**src/rtl/itmr_pkg.sv**
```systemverilog
package itmr_pkg;
  localparam int BASE_W   = 64;
  localparam int CMP_W    = 32;
  localparam int SHIFT    = 2;
  localparam int SPLICE_W = CMP_W + SHIFT;
  typedef logic [BASE_W-1:0] base_t;
  typedef logic [CMP_W-1:0]  cmp_t;
endpackage

```
**src/rtl/itmr_base.sv**
```systemverilog
module itmr_base
  import itmr_pkg::*;
#(
  parameter base_t INIT_BASE = '0
) (
  input  logic  clk,
  input  logic  rst_n,
  output base_t base_o
);
  base_t base_q;

  always_ff @(posedge clk or negedge rst_n) begin
    if (!rst_n) base_q <= INIT_BASE;
    else        base_q <= base_q + base_t'(1);
  end

  assign base_o = base_q;
endmodule

```
**src/rtl/itmr_readout.sv**
```systemverilog
module itmr_readout
  import itmr_pkg::*;
(
  input  logic  clk,
  input  logic  rst_n,
  input  logic  rd_req,
  input  base_t base_i,
  output base_t rd_data,
  output logic  rd_vld
);
  base_t data_q;
  logic  vld_q;

  always_ff @(posedge clk or negedge rst_n) begin
    if (!rst_n) begin
      data_q <= '0;
      vld_q  <= 1'b0;
    end else begin
      vld_q <= rd_req;
      if (rd_req) data_q <= base_i >> SHIFT;
    end
  end

  assign rd_data = data_q;
  assign rd_vld  = vld_q;
endmodule

```
**src/rtl/itmr_target.sv**
```systemverilog
module itmr_target
  import itmr_pkg::*;
#(
  parameter int LEAD_TICKS = 1000
) (
  input  logic  clk,
  input  logic  rst_n,
  input  logic  wr_fire,
  input  cmp_t  wr_value,
  input  base_t base_i,
  output base_t target_o,
  output logic  armed_o
);
  localparam base_t PERIOD = base_t'(1) << SPLICE_W;
  localparam base_t LEAD   = base_t'(LEAD_TICKS);

  base_t spliced;
  base_t next_target;
  logic  too_soon;
  base_t target_q;
  logic  armed_q;

  always_comb begin
    spliced     = {base_i[BASE_W-1:SPLICE_W], wr_value, {SHIFT{1'b0}}};
    too_soon    = spliced < (base_i + LEAD);
    next_target = too_soon ? (spliced + PERIOD) : spliced;
  end

  always_ff @(posedge clk or negedge rst_n) begin
    if (!rst_n) begin
      target_q <= '0;
      armed_q  <= 1'b0;
    end else if (wr_fire) begin
      target_q <= next_target;
      armed_q  <= 1'b1;
    end
  end

  assign target_o = target_q;
  assign armed_o  = armed_q;
endmodule

```
**src/rtl/itmr_alarm.sv**
```systemverilog
module itmr_alarm
  import itmr_pkg::*;
(
  input  logic  clk,
  input  logic  rst_n,
  input  logic  wr_fire,
  input  logic  armed_i,
  input  base_t base_i,
  input  base_t target_i,
  output logic  irq_o
);
  logic irq_q;
  logic reached;

  assign reached = armed_i && (base_i >= target_i);

  always_ff @(posedge clk or negedge rst_n) begin
    if (!rst_n)       irq_q <= 1'b0;
    else if (wr_fire) irq_q <= 1'b0;
    else if (reached) irq_q <= 1'b1;
  end

  assign irq_o = irq_q;
endmodule

```
**src/rtl/itmr_top.sv**
```systemverilog
module itmr_top
  import itmr_pkg::*;
#(
  parameter logic [63:0] INIT_BASE  = 64'd0,
  parameter int          LEAD_TICKS = 1000
) (
  input  logic        clk,
  input  logic        rst_n,
  input  logic        rd_req,
  output logic [63:0] rd_data,
  output logic        rd_vld,
  input  logic        wr_valid,
  output logic        wr_ready,
  input  logic [31:0] wr_value,
  output logic        irq
);
  base_t base_q;
  base_t target_q;
  logic  armed_q;
  logic  wr_fire;

  assign wr_ready = rst_n;
  assign wr_fire  = wr_valid && wr_ready;

  itmr_base #(.INIT_BASE(INIT_BASE)) u_base (
    .clk(clk), .rst_n(rst_n), .base_o(base_q)
  );

  itmr_readout u_rd (
    .clk(clk), .rst_n(rst_n), .rd_req(rd_req), .base_i(base_q),
    .rd_data(rd_data), .rd_vld(rd_vld)
  );

  itmr_target #(.LEAD_TICKS(LEAD_TICKS)) u_tgt (
    .clk(clk), .rst_n(rst_n), .wr_fire(wr_fire), .wr_value(wr_value),
    .base_i(base_q), .target_o(target_q), .armed_o(armed_q)
  );

  itmr_alarm u_alm (
    .clk(clk), .rst_n(rst_n), .wr_fire(wr_fire), .armed_i(armed_q),
    .base_i(base_q), .target_i(target_q), .irq_o(irq)
  );
endmodule

```
**config.mk**
```make
export PLATFORM = sky130hd
export DESIGN_NAME = itmr_top
export DESIGN_NICKNAME = d
export VERILOG_FILES = /design/src/rtl/itmr_pkg.sv /design/src/rtl/itmr_base.sv /design/src/rtl/itmr_readout.sv /design/src/rtl/itmr_target.sv /design/src/rtl/itmr_alarm.sv /design/src/rtl/itmr_top.sv
export SDC_FILE = /design/constraint.sdc
export NUM_CORES = 1
export LEC_CHECK = 0
export CAP_MARGIN = 20
export CORE_MARGIN = 2
export CORE_UTILIZATION = 40
export CTS_CLUSTER_SIZE = 8
export DETAILED_ROUTE_END_ITERATION = 6
export PLACE_DENSITY = 0.59
export SLEW_MARGIN = 15
export SYNTH_ARGS = -nofsm -noshare
export SYNTH_HDL_FRONTEND = slang
export SYNTH_SLANG_ARGS = --single-unit
```
**constraint.sdc**
```tcl
create_clock -name clk -period 4.6 [get_ports clk]
set_clock_uncertainty 0.2 [all_clocks]
set_input_delay 0.69 -clock clk [delete_from_list [all_inputs] [get_ports clk]]
set_output_delay 0.69 -clock clk [all_outputs]
set_load 0.01 [all_outputs]
```
==> results of run 1 <==
## routing by layer
metal,wire (µm),part of all wire,global-route usage
met1,17760,0.48,0.3596
met3,2040,0.055,0.03136
met5,0,0,0
met4,597,0.016,0.05647
met2,16500,0.45,0.3722
## sequential cells by signal (all words and copies together), names as in the netlist
signal / cells
u_tgt.target_o: 62
u_rd.rd_vld: 1
u_alm.irq_o: 1
u_tgt.armed_o: 1
u_base.base_o: 64
u_rd.rd_data: 62
## final cells by class
| type | count | area [µm²] |
|---|---|---|
| multi-input cells | 921 | 6802 |
| clock inverters | 11 | 155.1 |
| well taps | 390 | 488.0 |
| flip-flops and latches | 191 | 4780 |
| repair buffers | 248 | 2131 |
| inverters | 70 | 262.8 |
| fillers | 2820 | 14480 |
| clock buffers | 21 | 460.4 |
## worst max-delay path, cell delays in order (launching register included)
cell      delay, ns
dfrtp_1        0.35
and4_4         0.24
nand2_2        0.08
nor2_4         0.13
nand4_1        0.16
or2_4          0.27
or4_4          0.54
nor3_2         0.13
ha_1           0.26
xor2_1         0.18
a211oi_2       0.20
nand4_1        0.15
or4_4          0.57
a31oi_4        0.20
buf_4          0.15
nor3_1         0.05
buf_4          0.16
a21bo_2        0.20
a31oi_1        0.15
## final timing paths
check                                                 start                        endpoint  slack, ns  cells past startpoint
worst max-delay path            u_base.base_o[49]$_DFF_PN0_  u_tgt.target_o[49]$_DFFE_PN0P_       0.14                     18
worst min register to register    u_tgt.armed_o$_DFFE_PN0P_       u_tgt.armed_o$_DFFE_PN0P_       0.27                      1
worst max register to register  u_base.base_o[49]$_DFF_PN0_  u_tgt.target_o[49]$_DFFE_PN0P_       0.14                     18
worst min-delay path                                  rst_n   u_tgt.target_o[2]$_DFFE_PN0P_       0.01                      1
max in group asynchronous                             rst_n    u_rd.rd_data[51]$_DFFE_PN0P_       2.97                      2
min in group clk                  u_tgt.armed_o$_DFFE_PN0P_       u_tgt.armed_o$_DFFE_PN0P_       0.27                      1
## cell usage after synthesis (all sizes together) (3+ instances only)
cell / number
ha: 113
a211oi: 3
o21ai: 68
nand3b: 3
nand2b: 4
and3: 18
or2: 7
buf: 23
and2: 7
o2111ai: 7
a211o: 6
inv: 70
and4: 9
o31ai: 3
a21boi: 3
dfrtp: 191
mux2i: 3
clkbuf: 56
o21a: 4
nor4: 23
nor3: 42
a31oi: 10
nand3: 39
a21oi: 27
or4: 8
a21o: 27
or3: 17
nand2: 121
nor2b: 6
nand4: 52
mux2: 66
nor2: 77
xnor2: 80
xor2: 45
## per-stage QoR
step	instances	total power, W	hold slack (ns)	setup slack (ns)
2_1_floorplan	1260	0.001937	0.1944	0.02990
3_3_place_gp	1810	0.002067	0.2472	-0.1424
3_5_place_dp	1810	0.002075	0.2525	-0.1889
4_1_cts	1843	0.003676	0.04730	0.008479
5_1_grt	1852	0.003791	0.05339	-0.07075
6_report	1852	0.003655	0.01009	0.1371
## repair_timing
action                                  CTS  global route
setup buffers                             1             8
gates cloned                              0             1
endpoints found under the setup margin   30            30
resized for setup                        11            39
hold buffers                              0             0
pin swaps                                 4            21
## power by group through the flow
stage / combinational, W / clock (W) / sequential [W]
6_report: 0.000305 / 0.00161 / 0.00174
5_1_grt: 0.000351 / 0.00169 / 0.00175
4_1_cts: 0.000302 / 0.00163 / 0.00174
3_5_place_dp: 0.000299 / 0 / 0.00178
3_3_place_gp: 0.000292 / 0 / 0.00177
2_1_floorplan: 0.000165 / 0 / 0.00177
## cells by family (layout without fill, tap and decap cells)
logic type | Yosys count | count (layout) | share of synthesized area
AOI/OAI and AO/OA | 173 | 173 | 0.09038
xor gates and xnor gates | 125 | 125 | 0.09142
adders and majority gates | 113 | 113 | 0.1181
buffers and inverters | 149 | 350 | 0.05036
DFF | 191 | 191 | 0.3991
muxes | 69 | 69 | 0.06457
other | 1 | 2 | 0.0003131
and+or+nand+nor | 438 | 439 | 0.1858
==> impl_results.md, run 1 <==
- Routed WL: 36.90 mm
- Cells after Synth: 1259
- Post-Syn Area: 11980 µm²
- GR Overflow Total: 0
- Max Fclk: roughly 220 MHz
- Port bufs: 100
- Worst slew margin: 0.2882
- Peak VDD IR: 0.1695 mV
- Top-area cell type share of the netlist area: 0.3991
- CTS tree: done
- Yosys reg bits: about 190
- Cell Pwr Density: 242.4 nW/µm²
- Final core utilization: 0.5101
- Comb power frac: 0.083
- HP Class: in2async
- Post-synth EDFFs: 0
- Final slew viol count: 0
- Final hold violation count: 0
- # setup viols final: 0
- Vias: ~10000
- RD Place Congestion: between 0.9 and 1
- Global-route wire length before repair: 57.72 mm
- Setup_tns: 0 ns
- Clock-pin slew on the worst setup and hold paths: 0.07 ns
- Worst Path Required: 4.76 ns
- DRC Markers: 0
- CP Capture Type: flop
- Drt via density: 5.451
- Starting Density: 0.4051
- Clk sinks: 191
- Clock power frac: 0.440
- Post-route cell area: 15080 µm²
- Antenna cells: 0
- Placed Area: 14190 µm²
- Total GRT Usage: 0.2417
- Reg power frac: 0.477
- Layout area overhead: 25.91%
- CTS Buf Count: 17
- Layout cells sized above 1: 0.2038
- Setup Crit Path Kind: reg2reg
- Antenna violations before repair: 0
- P_int: between 0.002 and 0.003 W
- Yosys top cell by area: dfrtp_1
- Fin nets: 1598
- Worst skew pair latency: roughly 0.44 ns
- RSZ-0062 raised after global routing: yes
- Number of buffers on the longest clock path: 2
- Vias in the first global route: 9944
- Pleak: 6.949 nW
- Total iterations of the first detailed-routing run: 7
- Slew @ Worst Pin: about 1.1 ns
- Rows: 63
- Die Y: roughly 180 µm
- Mapped Avg Cell Area: 9.512 µm²
- Post-route minimum period: 4.463 ns
- Seq/Total Area, Yosys: 0.3991
- Commonest cells after routing, fill and taps aside: 191 x dfrtp_1, 145 x buf_4, 118 x nand2_1, 113 x ha_1, 98 x clkdlybuf4s50_1
- DP HPWL: 27.56 mm
- Commonest non-fill, non-tap cell in the layout: dfrtp_1
- Distinct cells, synth: 60
- Status: completed
- Final antenna-violating net count: 0
- Routed len/inst: approximately 20 µm
- CTS Root Cell: clkbuf_16
- CP max FO: 3
- Largest net degree at the start of global routing: 137
- CTS H-Tree Depth: 4
- Core area: 29560 µm²
- Final period utilization: 0.9702
- Worst EP arrival: around 4.6 ns
- Top cells by area, synth: dfrtp_1 40%, ha_1 12%, mux2_2 6.1%
- Die area: around 31000 µm²
- Die Wd: 177.0 µm
- Psw: between 0.0009 and 0.001 W
- Warnings from Yosys: 0
- Top_reg_cell synth: dfrtp_1
- Max cap viols: 0
- Async set or reset register ratio after synthesis: 1.000
- Net switching fraction of the power: 0.2486
- Ports: ~100
- Initial DRC Count: ~710
- CP Launch Type: flop
No activity file was read; power rests on OpenSTA's default activity.
==> inputs of run 2 (changes only) <==
- CTS_BUF_LIST: default -> sky130_fd_sc_hd__clkbuf_16
==> run 2 against run 1 <==
Compared with the run above:
- sequential power about the same
- maximum frequency decreased by 0.13%
- register-to-register slack about the same
- first-iteration DRC count increased by 14%
- utilization decreased by 0.089 points
- hold slack about the same
- critical path type unchanged
- critical endpoint unchanged
- largest cell class unchanged
==> impl_results.md, run 2 (same netlist as run 1, synthesis figures left out) <==
- Status: completed
- Slew @ Worst Pin: 1.069 ns
- Final antenna-violating net count: 0
- Crit path launch: u_base.base_o[49]$_DFF_PN0_
- Die Wd: 177.0 µm
- RD Place Congestion: 0.9503
- DRC Markers: 0
- Commonest cells after routing, fill and taps aside: 190 x dfrtp_1, 144 x buf_4, 118 x nand2_1, 113 x ha_1, 98 x clkdlybuf4s50_1
- DP HPWL: ~28 mm
- R2R Path Start: u_base.base_o[49]$_DFF_PN0_
- CP max FO: 3
- Worst EP arrival: 4.63 ns
- Antenna violations before repair: 0
- Rows: 63
- Cell Pwr Density: 240.5 nW/µm²
- Largest register FFs: 64
- Placed Area: around 14000 µm²
- Worst Path Required: 4.76 ns
- Reg2reg path depth: 18
- Reg2Reg Setup Slack: between 0.1 and 0.15 ns
- Port bufs: 100
- PnR Total Power: ~0.0036 W
- Routed len/inst: 19.99 µm
- Metal-1 WL: 18.00 mm
- Drt via density: 5.414
- CTS Root Cell: clkbuf_16
- Initial DRC Count: 805
- CTS Buf Count: 17
- PnR worst setup slack: 0.1311 ns
- Setup Crit Path Kind: reg2reg
- CP Capture Point: u_tgt.target_o[49]$_DFFE_PN0P_
- Post-route minimum period: 4.469 ns
- CTS H-Tree Depth: 4
- Layout cells sized above 1: 0.2026
- Antenna cells: 0
- HP Class: in2async
- CTS tree: done
- Total iterations of the first detailed-routing run: 5
- Peak VDD IR: 0.1684 mV
- Total GRT Usage: 0.2418
- Final cell count without fillers: roughly 1900
- Core area: a little under 30000 µm²
- # setup viols final: 0
- Final period utilization: 0.9715
- Commonest non-fill, non-tap cell in the layout: dfrtp_1
- RSZ-0062 raised after global routing: yes
- Crit-path cells: and4_4 -> nand2_2 -> nor2_4 -> nand4_1 -> or2_4 -> or4_4 -> nor3_2 -> ha_1 -> xor2_1 -> a211oi_2 -> nand4_1 -> or4_4 -> a31oi_4 -> buf_4 -> nor3_1 -> buf_4 -> a21bo_2 -> a31oi_1
- Pleak: 6.938 nW
- Routed wl met2: 16.60 mm
- Crit path max-delay cell type: or4_4
- CP max stage delay: 0.57 ns
- Worst slew margin: 0.2874
- Max cap viols: 0
- CP Launch Type: flop
- Fin nets: about 1600
- Vias in the first global route: between 9000 and 10000
- Clock-pin slew on the worst setup and hold paths: 0.07 ns
- Placed cell count: 1810
- Global-route wire length before repair: 57.75 mm
- Clk sinks: roughly 190
- Setup WS pre-CTS: -0.1889 ns
- Largest net degree at the start of global routing: 137
- Final slew viol count: 0
- Die area: 31340 µm²
- Hold_buf cts: 0
- CP Capture Type: flop
- Number of buffers on the longest clock path: 2
- Critical R2R Capture: u_tgt.target_o[49]$_DFFE_PN0P_
- Max Fclk: around 220 MHz
- Ports: 103
- Worst skew pair latency: 0.44 ns
- GR Overflow Total: 0
- Starting Density: 0.4051
- Layout area overhead: 25.69%
- Die Y: 177.0 µm
- Uppermost layer routed: met4
- Vias: between 10000 and 15000
- Met3 routed WL: roughly 1.8 mm
- Post-route cell area: around 15000 µm²
- Final hold violation count: 0
- Routed WL: 37.00 mm
## run 2: changes by cell type in the layout (fill, tap and decap cells not counted), sizes merged
cell	before	now
inv	73	75
buf	149	148
clkbuf	22	18
clkinv	2	4
## run 2: worst min path at each step
stage                     cells after the start  slack [ns]                              to
after CTS                                     1        0.05   u_tgt.target_o[2]$_DFFE_PN0P_
after floorplan                               0        0.19         u_alm.irq_o$_DFFE_PN0P_
after global placement                        1        0.25       u_tgt.armed_o$_DFFE_PN0P_
after global routing                          1        0.05  u_tgt.target_o[46]$_DFFE_PN0P_
after detailed placement                      1        0.25       u_tgt.armed_o$_DFFE_PN0P_
final                                         1        0.01   u_tgt.target_o[2]$_DFFE_PN0P_
## run 2: routing by layer
metal	GRT usage	vias to the layer above
met2	0.3724	270
met5	0	-
met1	0.3599	4899
met3	0.03136	43
li1	-	4809
met4	0.05647	0
## run 2: metrics by stage
stage | hold slack, ns | utilization | setup TNS (ns)
2_1_floorplan | 0.1944 | - | 0
3_3_place_gp | 0.2472 | 0.4800 | -1.932
3_5_place_dp | 0.2525 | 0.4800 | -2.713
4_1_cts | 0.04720 | 0.5020 | 0
5_1_grt | 0.05326 | 0.5092 | -0.09880
6_report | 0.009863 | 0.5092 | 0
## run 2: critical path: cells and delay by family, from the launching register on
kind,cells,cell delay (ns)
xor+xnor,1,0.18
flops,1,0.35
compound gates,4,0.75
simple gates,10,2.32
fa+ha+maj,1,0.26
buf+inv,2,0.31
## run 2: power breakdown
part	total (W)	switching (W)	internal, W
sequential	0.00174	0.0000162	0.00173
clock	0.00157	0.000714	0.000856
combinational	0.000306	0.000180	0.000126
total	0.00362	0.000910	0.00271
## run 2: cell type report
cell class | count | area (µm²)
Timing Repair Buffer | 247 | 2123
Inverter | 70 | 262.8
Clock buffer | 17 | 425.4
Clock inverter | 15 | 170.2
Multi-Input combinational cell | 921 | 6802
Tap cell | 390 | 488.0
Fill cell | 2823 | 14510
Sequential cell | 191 | 4781
## run 2: repair_timing
| action | in CTS | in global routing |
|---|---|---|
| pin swaps | 4 | 21 |
| cloned | 0 | 1 |
| setup endpoints to repair | 30 | 30 |
| gates resized for setup | 11 | 40 |
| setup buffers | 1 | 7 |
| hold endpoints to repair | 0 | 0 |
==> inputs of run 3 (changes only) <==
- CELL_PAD_IN_SITES_DETAIL_PLACEMENT: default -> 0
- CELL_PAD_IN_SITES_GLOBAL_PLACEMENT: default -> 1
- MAX_ROUTING_LAYER: default -> met4
- PLACE_DENSITY: 0.59 -> 0.73
==> run 3 against run 2 <==
Compared with the run above:
- utilization rose by 0.23 points
- worst setup slack worse by 0.0032 ns
- register-to-register slack is essentially flat
- maximum frequency about the same
- via count up 0.85%
- global-route usage rose by 0.89 points
- critical path depth up 1
- critical path type unchanged
- die area is the same
==> impl_results.md, run 3 (same netlist as run 1, synthesis figures left out) <==
- Status: completed
- CTS Buf Count: 17
- GR Overflow Total: 0
- P_int: 0.002574 W
- Die Y: 177.0 µm
- Starting Density: 0.4051
- Ports: 103
- Core area: 29560 µm²
- CP Capture Type: flop
- Worst skew pair latency: 0.46 ns
- Rows: 63
- Clk sinks: 191
- Antenna cells: 0
- Vias: 10110
- Global-route wire length before repair: 57.77 mm
- Number of buffers on the longest clock path: 2
- Crit-path cells: or4_4 -> nor3_2 -> buf_4 -> nor2_2 -> nand3_2 -> xor2_1 -> ha_1 -> or4_1 -> a21oi_1 -> a2bb2oi_1 -> a21oi_2 -> a2111oi_2 -> o21ai_1 -> buf_4 -> a31oi_2 -> buf_6 -> or2_4 -> or4_4 -> a31oi_1
- Peak VDD IR: ~0.21 mV
- # setup viols final: 0
- Crit path max-delay cell type: or4_4
- Psw: between 0.0009 and 0.001 W
- Layout cells sized above 1: 0.2115
- Total GRT Usage: 0.2507
- Antenna violations before repair: 0
- DRC Markers: 0
- Commonest non-fill, non-tap cell in the layout: dfrtp_1
- Slew @ Worst Pin: 0.8568 ns
- Post-route minimum period: 4.472 ns
- Largest net degree at the start of global routing: 66
- Worst EP arrival: roughly 4.7 ns
- Pleak: 6.980 nW
- Cell Pwr Density: 235.0 nW/µm²
- CTS Root Cell: clkbuf_16
- Routed WL: approximately 37 mm
- Final hold violation count: 0
- Fin nets: 1602
- Max cap viols: 0
- Port bufs: 100
- Total iterations of the first detailed-routing run: 5
- Final slew viol count: 0
- Drt via density: between 5 and 6
- CP Launch Type: flop
- Worst slew margin: 0.4235
- Die Wd: roughly 180 µm
- Initial DRC Count: approximately 800
- CP max stage delay: between 0.5 and 0.6 ns
- Clock power frac: 0.424
- CTS H-Tree Depth: 4
- Net switching fraction of the power: 0.2756
- Max Fclk: 223.6 MHz
- Layout area overhead: 26.26%
- Final period utilization: 0.9722
- Final antenna-violating net count: 0
- Commonest cells after routing, fill and taps aside: 189 x dfrtp_1, 149 x buf_4, 116 x nand2_1, 112 x ha_1, 98 x clkdlybuf4s50_1
- Largest register FFs: 64
- Die area: 31340 µm²
- DP HPWL: 28.28 mm
- RD Place Congestion: 0.9575
- Clock-pin slew on the worst setup and hold paths: 0.08 ns
- Vias in the first global route: 9937
- Final hold slack: 0.02107 ns
- PnR Total Power: ~0.0036 W
- Worst Path Required: 4.78 ns
- HP Class: in2async
- Setup Crit Path Kind: reg2reg
- Comb power frac: 0.085
- CP max FO: 7
- CTS tree: done
- Routed len/inst: 20.13 µm
- Reg power frac: 0.490
-- run 3: changes by cell type in the layout (fill, tap and decap cells not counted), sizes merged --
cell / delta
buf: +5
inv: +6
bufinv: -3
clkinvlp: -3
-- run 3: per-layer routing --
metal	part of all wire	vias to the layer above	GRT usage	wire length, µm
li1	-	4822	-	-
met1	0.48	4945	0.3539	17930
met2	0.45	291	0.3747	16770
met3	0.054	48	0.04102	2008
met4	0.017	0	0.06267	643
met5	0	-	-	0
-- run 3: path summary, 6_finish.rpt --
path	start	to	cells after the start	slack, ns
max reg2reg	u_base.base_o[8]$_DFF_PN0_	u_tgt.target_o[52]$_DFFE_PN0P_	19	0.13
max	u_base.base_o[8]$_DFF_PN0_	u_tgt.target_o[52]$_DFFE_PN0P_	19	0.13
min	rst_n	u_base.base_o[2]$_DFF_PN0_	1	0.02
max in group asynchronous	rst_n	u_tgt.target_o[39]$_DFFE_PN0P_	3	2.71
min in group clk	u_tgt.armed_o$_DFFE_PN0P_	u_tgt.armed_o$_DFFE_PN0P_	1	0.27
min reg2reg	u_tgt.armed_o$_DFFE_PN0P_	u_tgt.armed_o$_DFFE_PN0P_	1	0.27
-- run 3: what timing repair did --
action,CTS,global route
gates resized for setup,7,50
buffers inserted,0,3
gates cloned,0,1
pin swaps,0,18
endpoints found under the setup margin,25,30
hold buffers,0,0
-- run 3: final cells by class --
| cell class | count | area, µm² |
|---|---|---|
| tap | 390 | 488.0 |
| clock buffer | 17 | 425.4 |
| inverter | 70 | 262.8 |
| sequential | 191 | 4782 |
| clock inverter | 15 | 142.6 |
| multi-input combinational | 921 | 6849 |
| fill | 2804 | 14440 |
| timing repair buffer | 252 | 2170 |
-- run 3: critical path: cells and delay by family (launching register included) --
kind | cells | cell delay [ns]
compound gates | 7 | 0.93
xor+xnor | 1 | 0.10
fa+ha+maj | 1 | 0.20
buf+inv | 3 | 0.48
flops | 1 | 0.39
simple gates | 7 | 2.10
-- run 3: through the flow --
step           setup TNS (ns)  setup slack (ns)  utilization  area [µm²]  std cells
2_1_floorplan               0           0.02990            -       11980       1260
3_3_place_gp           -1.706           -0.2040       0.4830       14280       1820
6_report                    0            0.1279       0.5115       15120       1856
4_1_cts              -0.04291          -0.04291       0.5033       14880       1852
3_5_place_dp           -2.376           -0.2493       0.4830       14280       1820
5_1_grt              -0.08016          -0.03063       0.5115       15120       1856
-- run 3: power groups by stage --
stage               clock network (W)  registers [W]  logic, W
global placement                    0        0.00177  0.000297
global route                  0.00161        0.00175  0.000345
CTS                           0.00154        0.00174  0.000304
floorplan                           0        0.00177  0.000165
detailed placement                  0        0.00178  0.000301
finish                        0.00151        0.00174  0.000303
